==> src/rtl/adc_pkg.sv <==
package adc_pkg;
  localparam int unsigned REG_W = 8;

  localparam logic [1:0] ADDR_CTRL = 2'd0;
  localparam logic [1:0] ADDR_HI   = 2'd1;
  localparam logic [1:0] ADDR_LO   = 2'd2;

  localparam int unsigned CTRL_EN_BIT   = 3;
  localparam int unsigned CTRL_FAST_BIT = 4;
  localparam int unsigned CTRL_DONE_BIT = 7;
  localparam int unsigned LO_SLOW_BIT   = 5;

  typedef enum logic [1:0] {
    ST_IDLE   = 2'd0,
    ST_SAMPLE = 2'd1,
    ST_CONV   = 2'd2
  } seq_state_e;
endpackage

==> src/rtl/adc_clk_div.sv <==
module adc_clk_div #(
  parameter int unsigned DIV_FAST = 2,
  parameter int unsigned DIV_SLOW = 4
) (
  input  logic clk_i,
  input  logic rst_ni,
  input  logic clear_i,
  input  logic fast_i,
  output logic tick_o
);
  localparam int unsigned CW = $clog2(DIV_SLOW);

  logic [CW-1:0] cnt_q;
  logic [CW-1:0] lim;

  assign lim    = fast_i ? CW'(DIV_FAST - 1) : CW'(DIV_SLOW - 1);
  assign tick_o = !clear_i && (cnt_q == lim);

  always_ff @(posedge clk_i or negedge rst_ni) begin
    if (!rst_ni)              cnt_q <= '0;
    else if (clear_i)         cnt_q <= '0;
    else if (cnt_q >= lim)    cnt_q <= '0;
    else                      cnt_q <= cnt_q + 1'b1;
  end

  // fast division never gives two ticks in a row
  a_r3_fast_gap: assert property (@(posedge clk_i) disable iff (!rst_ni)
    (tick_o && fast_i && !clear_i) |=> !tick_o);
endmodule

==> src/rtl/adc_sar_seq.sv <==
module adc_sar_seq
  import adc_pkg::*;
#(
  parameter int unsigned RES_W     = 10,
  parameter int unsigned SMP_TICKS = 4
) (
  input  logic             clk_i,
  input  logic             rst_ni,
  input  logic             restart_i,
  input  logic             halt_i,
  input  logic             tick_i,
  input  logic             cmp_i,
  output logic             sample_o,
  output logic [RES_W-1:0] dac_o,
  output logic             latch_o,
  output logic [RES_W-1:0] final_o
);
  localparam int unsigned SW = (SMP_TICKS > 1) ? $clog2(SMP_TICKS) : 1;

  seq_state_e       state_q;
  logic [SW-1:0]    smp_q;
  logic [RES_W-1:0] mask_q, acc_q, trial;
  logic             step;

  assign trial    = acc_q | mask_q;
  assign step     = tick_i && !restart_i && !halt_i;
  assign sample_o = (state_q == ST_SAMPLE);
  assign dac_o    = (state_q == ST_CONV) ? trial : '0;
  assign final_o  = cmp_i ? trial : acc_q;
  assign latch_o  = step && (state_q == ST_CONV) && mask_q[0];

  always_ff @(posedge clk_i or negedge rst_ni) begin
    if (!rst_ni) begin
      state_q <= ST_IDLE;
      smp_q   <= '0;
      mask_q  <= '0;
      acc_q   <= '0;
    end else if (restart_i) begin
      state_q <= ST_SAMPLE;
      smp_q   <= '0;
      mask_q  <= '0;
      acc_q   <= '0;
    end else if (halt_i) begin
      state_q <= ST_IDLE;
      mask_q  <= '0;
      acc_q   <= '0;
    end else if (step) begin
      case (state_q)
        ST_SAMPLE: begin
          if (smp_q == SW'(SMP_TICKS - 1)) begin
            state_q <= ST_CONV;
            mask_q  <= {1'b1, {(RES_W-1){1'b0}}};
            acc_q   <= '0;
          end else begin
            smp_q <= smp_q + 1'b1;
          end
        end
        ST_CONV: begin
          acc_q  <= final_o;
          mask_q <= mask_q >> 1;
          if (mask_q[0]) begin
            state_q <= ST_SAMPLE;
            smp_q   <= '0;
          end
        end
        default: state_q <= ST_IDLE;
      endcase
    end
  end

  // exactly one trial bit during approximation
  a_r4_one_trial: assert property (@(posedge clk_i) disable iff (!rst_ni)
    (state_q == ST_CONV) |-> $onehot(mask_q));
  // restart lands in the sample phase at its first tick
  a_r8_restart_sample: assert property (@(posedge clk_i) disable iff (!rst_ni)
    restart_i |=> (sample_o && smp_q == '0));
endmodule

==> src/rtl/sar_adc_ctrl.sv <==
module sar_adc_ctrl
  import adc_pkg::*;
#(
  parameter int unsigned RES_W     = 10,
  parameter int unsigned CH_W      = 3,
  parameter int unsigned SMP_TICKS = 4,
  parameter int unsigned DIV_FAST  = 2,
  parameter int unsigned DIV_SLOW  = 4
) (
  input  logic             clk_i,
  input  logic             rst_ni,
  input  logic [1:0]       addr_i,
  input  logic             wr_i,
  input  logic             rd_i,
  input  logic [7:0]       wdata_i,
  output logic [7:0]       rdata_o,
  output logic [CH_W-1:0]  chan_o,
  output logic             sample_o,
  output logic [RES_W-1:0] dac_o,
  input  logic             cmp_i
);
  localparam int unsigned LO_W = RES_W - REG_W;

  logic [CH_W-1:0]  chan_q;
  logic             en_q, fast_q, slow_q, done_q;
  logic [RES_W-1:0] data_q;

  logic wr_ctrl, wr_lo, rd_lo, restart, halt, tick, latch;
  logic [RES_W-1:0] final_code;

  assign wr_ctrl = wr_i && (addr_i == ADDR_CTRL);
  assign wr_lo   = wr_i && (addr_i == ADDR_LO);
  assign rd_lo   = rd_i && (addr_i == ADDR_LO);
  assign restart = wr_ctrl && wdata_i[CTRL_EN_BIT] &&
                   (!en_q || (wdata_i[CH_W-1:0] != chan_q));
  assign halt    = !en_q || (wr_ctrl && !wdata_i[CTRL_EN_BIT]);
  assign chan_o  = chan_q;

  adc_clk_div #(.DIV_FAST(DIV_FAST), .DIV_SLOW(DIV_SLOW)) u_div (
    .clk_i   (clk_i),
    .rst_ni  (rst_ni),
    .clear_i (restart || halt),
    .fast_i  (fast_q && !slow_q),
    .tick_o  (tick)
  );

  adc_sar_seq #(.RES_W(RES_W), .SMP_TICKS(SMP_TICKS)) u_seq (
    .clk_i     (clk_i),
    .rst_ni    (rst_ni),
    .restart_i (restart),
    .halt_i    (halt),
    .tick_i    (tick),
    .cmp_i     (cmp_i),
    .sample_o  (sample_o),
    .dac_o     (dac_o),
    .latch_o   (latch),
    .final_o   (final_code)
  );

  always_ff @(posedge clk_i or negedge rst_ni) begin
    if (!rst_ni) begin
      chan_q <= '0;
      en_q   <= 1'b0;
      fast_q <= 1'b0;
      slow_q <= 1'b0;
      done_q <= 1'b0;
      data_q <= '0;
    end else begin
      if (wr_ctrl) begin
        chan_q <= wdata_i[CH_W-1:0];
        en_q   <= wdata_i[CTRL_EN_BIT];
        fast_q <= wdata_i[CTRL_FAST_BIT];
      end
      if (wr_lo) slow_q <= wdata_i[LO_SLOW_BIT];
      if (latch) begin
        data_q <= final_code;
        done_q <= 1'b1;
      end else if (wr_ctrl || rd_lo) begin
        done_q <= 1'b0;
      end
    end
  end

  always_comb begin
    rdata_o = '0;
    case (addr_i)
      ADDR_CTRL: begin
        rdata_o[CH_W-1:0]     = chan_q;
        rdata_o[CTRL_EN_BIT]   = en_q;
        rdata_o[CTRL_FAST_BIT] = fast_q;
        rdata_o[CTRL_DONE_BIT] = done_q;
      end
      ADDR_HI: rdata_o = data_q[RES_W-1 -: REG_W];
      ADDR_LO: begin
        rdata_o[LO_W-1:0]   = data_q[LO_W-1:0];
        rdata_o[LO_SLOW_BIT] = slow_q;
      end
      default: rdata_o = '0;
    endcase
  end

  // result halves move only together, at a latch
  a_r9_data_hold: assert property (@(posedge clk_i) disable iff (!rst_ni)
    !latch |=> $stable(data_q));
  // a latch always leaves the flag set
  a_r7_done_set: assert property (@(posedge clk_i) disable iff (!rst_ni)
    latch |=> done_q);
  // converter off means analog side quiet
  a_r6_off_quiet: assert property (@(posedge clk_i) disable iff (!rst_ni)
    !en_q |-> (!sample_o && dac_o == '0));
endmodule

==> config.mk <==
export PLATFORM = sky130hd
export DESIGN_NAME = sar_adc_ctrl
export DESIGN_NICKNAME = d
export VERILOG_FILES = /design/src/rtl/adc_pkg.sv /design/src/rtl/adc_clk_div.sv /design/src/rtl/adc_sar_seq.sv /design/src/rtl/sar_adc_ctrl.sv
export SDC_FILE = /design/constraint.sdc
export NUM_CORES = 1
export LEC_CHECK = 0
export BUFFER_PORTS_ARGS = -buffer_cell sky130_fd_sc_hd__buf_2
export CAP_MARGIN = 20
export CORE_AREA = 2 2 59 83
export DETAILED_ROUTE_END_ITERATION = 8
export DIE_AREA = 0 0 61 85
export PLACE_DENSITY = 0.74
export SLEW_MARGIN = 20
export SYNTH_ARGS = -nofsm -noshare
export SYNTH_HDL_FRONTEND = slang
export SYNTH_SLANG_ARGS = --single-unit
==> constraint.sdc <==
create_clock -name clk_i -period 2.1 [get_ports clk_i]
set_input_delay 0.21 -clock clk_i [delete_from_list [all_inputs] [get_ports clk_i]]
set_output_delay 0.21 -clock clk_i [all_outputs]
set_load 0.005 [all_outputs]
* After elaboration in Yosys (flattened, before gate mapping) *
Index checks and enable logic that the tools add are counted.

cells by class
  add/subtract/negate cells = 2
  magnitude comparators = 1
  equal/unequal tests = 12
  mux-type cells = 34
  bitwise gates (word level) = 1
  reduce and logical (&&, ||, !) cells = 31

operators with widths
  operator                                             count
  two-way mux 10 bit                                   10
  case mux 10 bit (2 select lines)                     2
  two-way mux 2 bit                                    13
  logical AND 1 bit                                    12
  bitwise OR 10 bit                                    1
  case mux 2 bit (2 select lines)                      2
  equality test 2 bit, second input constant           3
  logical NOT 1 bit                                    6
  case mux 2 bit (3 select lines)                      1
  case mux 3 bit (2 select lines)                      1
  AND reduction 3 bit                                  2
  nonzero test 3 bit                                   2
  AND reduction 5 bit                                  1
  adder 2 x 1 -> 2 bit, second input constant          2
  equality test 2 x 1 -> 1 bit, second input constant  2
  logical OR 1 bit                                     4
  != test 4 x 1 -> 1 bit, second input constant        1
  != test 4 x 3 -> 1 bit, second input constant        1
  case mux 1 bit (2 select lines)                      2
  nonzero test 2 bit                                   2
  nonzero test 4 bit                                   1
  two-way mux 1 bit                                    3
  != test 3 x 2 -> 1 bit, second input constant        1
  != test 3 bit                                        1
  5 further kinds                                      5

storage, ports and cells
  register bits = 43
  word-level logic and storage cells = 92

* Depth between registers and ports, before layout *
  depth in word-level cells = 12
  mapped depth = 8
  mapped depth without buffers = 6

* By module *
A second synthesis with hierarchy kept.

second synthesis, totals
  cell total of the unflattened synthesis = 212
  area total of the unflattened synthesis = 2349.8 um2

modules (own cells, without submodules)
  module        times used  cells an instance  area each (um2)
  adc_sar_seq   1           137                1368.8
  sar_adc_ctrl  1           66                 878.3
  adc_clk_div   1           9                  102.6

* Least setup slack after synthesis *
OpenSTA, ideal clock, no wires.

  path type = register to register
  start point = reg fast_q
  end point = reg u_seq.smp_q[1]
  setup time = 78 ps
  arrival = 1806 ps
  data required time = 2022 ps
  setup slack = 216 ps
  stages on the path, launching flop included = 7
  cells stage by stage = dfrtp_1 -> nor2b_1 -> ha_1 -> nand2_2 -> a2111o_1 -> or4_1 -> a21oi_1

on the way
  cells in the longest elaborated chain, start to end = 8

ends and longest elaborated chain
  what                                  RTL line            text
  start, declared                       sar_adc_ctrl.sv:25  logic en_q, fast_q, slow_q, done_q;
  start signal, assigned                sar_adc_ctrl.sv:72  fast_q <= wdata_i[CTRL_FAST_BIT];
  logical AND 1 bit                     sar_adc_ctrl.sv:43  .fast_i (fast_q && !slow_q),
  two-way mux 2 bit                     adc_clk_div.sv:16   assign lim = fast_i ? CW'(DIV_FAST - 1) : CW'(DIV_SLOW - 1);
  equality test 2 bit                   adc_clk_div.sv:17   assign tick_o = !clear_i && (cnt_q == lim);
  logical AND 1 bit                     adc_clk_div.sv:17
  logical AND 1 bit (2 in a row)        adc_sar_seq.sv:26   assign step = tick_i && !restart_i && !halt_i;
  nonzero test 2 bit (no source line)   --
  AND reduction 5 bit (no source line)  --
  end signal, assigned                  adc_sar_seq.sv:55   smp_q <= smp_q + 1'b1;
  end, declared                         adc_sar_seq.sv:21   logic [SW-1:0] smp_q;

No other way between the ends.
A chain may end at the register's enable or synchronous reset.

* Worst setup path after layout *
Ends and elaborated chain as after synthesis.

==> metrics.cfg <==
[status]
result_of_the_run=complete, no violations

[place]
routabilityCongestion=0.772
place.port_buffers=34
place.detailed.hpwl_mm=3.50
dpl_cell_area_mm2=0.00244

[floorplan]
floorplan_die_height_um=85
die_span_x_um=61
rows=29
starting_density_of_the_core_pct=48.0
core_area_mm2=0.00446
die_area_mm2=0.00519
boundaryPins=37

[job]
timing.max_cap.violations=0

[timing]
clock-skew-final_ps=2.60
post-route-period-util_pct=95.5
worst-slew-pin-transition_ps=427
report.final.slew_viol_count=0
report.final.setup_viol=0
post-route-min-period_ps=2010
finalHoldViolations=0
fmax_ghz=0.499
timing.max_slew.rel_slack_pct=71.3
setup_total_negative_slack_ps=0
rsz0062_at_grt=false

[logic_synthesis]
syn-instance-count=217
netlist_top_cells_count=sky130_fd_sc_hd__dfrtp_1 (43), sky130_fd_sc_hd__a21oi_1 (33), sky130_fd_sc_hd__o21ai_0 (22), sky130_fd_sc_hd__nand2_1 (14), sky130_fd_sc_hd__nor2_1 (14)
ys.flop_type=sky130_fd_sc_hd__dfrtp_1
yosysSeqAreaShare_pct=50.3
syn-cell-area_mm2=0.00214
post-synth-top-area-fraction_pct=50.3
post_synth_main_area_contributors=sky130_fd_sc_hd__dfrtp_1 (50%), sky130_fd_sc_hd__a21oi_1 (7.7%), sky130_fd_sc_hd__ha_1 (5.3%), sky130_fd_sc_hd__o21ai_0 (5.1%), sky130_fd_sc_hd__o21a_1 (3.5%)
synth_edf_count=0
synth.yosys.warnings=0
yosys_register_bits=43
synth-async-reset-ratio_pct=100
yosysTopAreaCell=sky130_fd_sc_hd__dfrtp_1
postSynthNetCount=241
synthDistinctLibCells=36
top_count_cell_post_synth=sky130_fd_sc_hd__dfrtp_1
post_synth.cell_area_avg_um2=9.87

[worst_setup_path]
critical_path_arrival_ps=2230
critical_path_peak_fanout=5
cp_cell_sequence=nor2b_1 -> ha_1 -> nand2_2 -> a2111o_1 -> or4_1 -> a21oi_1
timing.critical_path.slowest_stage_cell=sky130_fd_sc_hd__or4_1
crit_path_max_incr_delay_ps=410
timing.critical_path.required_ps=2330
worst_setup_path_start_kind=flop
critPathCaptureType=flop
timing_worst_setup_path_type=flop to flop

[clock_network]
cts_resized=0
cts-root-buf=sky130_fd_sc_hd__clkbuf_8
cts.path.max_buffers=2
cts.clk_slew.worst_paths_ps=80
cts.sink_count=43
cts-buffers-inserted=5
insertion_delay_ps=300
cts.htree.levels=2
cts_tree=yes

[detailed_routing]
number_of_violations_reported_at_the_end_of_detailed_routing_iteration_0=48
vias=1767
routed_wl_mm=4.67
drt_pass1_iterations=5
ant_nets=0
post_dr_vias_cell=5.47
drc=0
routed_wire_length_per_instance_um=14.5

[cells_and_area]
final-seq-area_mm2=0.00108
multiInputGateArea_um2=991
nNetsFinal=284
fillCellCount=413
drive_gt1_share_pct=24.5
diodes=0
layout-area-overhead-vs-synth_pct=19.7
finalInstanceArea_mm2=0.00256

[global_routing]
antenna_violations_before_repair=0
vias_in_the_first_global_route=1780
grt_start_max_net_pins=23
grt_util_all_layers_pct=20.7
grt_overflow=0
grt_first_pass_wirelength_mm=8.08

[pwr]
power.ir.vdd_worst_mv=0.515
p_leak_nw=1.16
pwr_density_cell_mw_per_mm2=697

[hold_path]
hold_class=primary input to flop

## power by group
part | internal [mW] | total (mW) | switching, mW
clock | 0.354 | 0.645 | 0.291
sequential | 0.858 | 0.889 | 0.0309
combinational | 0.115 | 0.253 | 0.138
total | 1.33 | 1.79 | 0.460
## cells by family after synthesis
family	after synthesis	share of synthesized area [%]
compound gates	79	22.1
xor+xnor	3	1.23
fa+ha+maj	9	5.26
buf+inv	17	3.45
flops	43	50.3
mux	7	3.57
simple gates	59	14.1
## path summary, 6_finish.rpt
kind	startpoint	slack (ps)	cells past startpoint	to
setup / recovery	fast_q	90	6	u_seq.smp_q[1]
hold / removal	wdata_i[4]	150	2	fast_q
setup reg to reg	fast_q	90	6	u_seq.smp_q[1]
hold reg to reg	u_div.cnt_q[0]	500	1	u_div.cnt_q[0]
max in group asynchronous	rst_ni	1240	3	done_q
min in group asynchronous	rst_ni	340	2	u_seq.acc_q[1]
## sequential cells by signal (all words and copies together) (netlist names), 2 cells and up
name / flops
u_seq.acc_q: 10
u_div.cnt_q: 2
data_q: 10
chan_o: 3
u_seq.mask_q: 10
u_seq.smp_q: 2
u_seq.state_q: 2
## cells in the final DEF (no fill, tap or decap), types with 3 or more instances in the layout
cell type,count
sky130_fd_sc_hd__xnor2_1,3
sky130_fd_sc_hd__a22o_1,4
sky130_fd_sc_hd__nand2_1,14
sky130_fd_sc_hd__inv_1,6
sky130_fd_sc_hd__nor2b_1,3
sky130_fd_sc_hd__buf_4,11
sky130_fd_sc_hd__nor2_1,14
sky130_fd_sc_hd__a21oi_1,33
sky130_fd_sc_hd__mux2_2,5
sky130_fd_sc_hd__nand3_1,11
sky130_fd_sc_hd__o21a_1,10
sky130_fd_sc_hd__clkbuf_8,5
sky130_fd_sc_hd__o21ai_0,22
sky130_fd_sc_hd__dfrtp_1,43
sky130_fd_sc_hd__nor3_1,4
sky130_fd_sc_hd__buf_2,34
sky130_fd_sc_hd__ha_1,9
## worst max-delay path: cells and delay by family, from the launching register on
family | cells | cell delay, ps
AO/OA/AOI/OAI | 2 | 540
AND/OR/NAND/NOR | 3 | 670
adder cells (fa/ha/maj) | 1 | 320
flip-flops | 1 | 400
## layout make-up
type / instances / area share, %
inverters: 6 / 0.879
clock buffers: 5 / 2.69
flip-flops and latches: 43 / 42.0
repair buffers: 47 / 11.0
clock inverters: 3 / 1.71
multi-input cells: 157 / 38.7
well taps: 62 / 3.03
## per-layer routing
layer | vias to the layer above | wire (um) | track usage [%] | share of wire (%)
met3 | 10 | 173 | 3.81 | 3.7
li1 | 863 | - | - | -
met2 | 41 | 2430 | 34.3 | 52
met4 | 0 | 103 | 8.30 | 2.2
met1 | 853 | 1970 | 25.9 | 42
met5 | - | 0 | 0 | 0
## what timing repair did
action / in CTS / in global routing
hold buffers: 1 / 0
endpoints found under the setup margin: 0 / 2
buffers inserted: 0 / 0
endpoints found under the hold margin: 14 / 0
## metrics by stage
stage | hold slack (ps) | instances | worst slack, ps | util (%) | total power [mW]
2_1_floorplan | -85.6 | 217 | 216 | - | 1.04
3_3_place_gp | 147 | 314 | 109 | 54.7 | 1.15
3_5_place_dp | 144 | 314 | 78.8 | 54.7 | 1.16
4_1_cts | 142 | 323 | 54.1 | 57.4 | 1.81
5_1_grt | 149 | 323 | 7.06 | 57.4 | 1.88
6_report | 145 | 323 | 94.0 | 57.4 | 1.79
No activity file was read; power rests on OpenSTA's default activity.
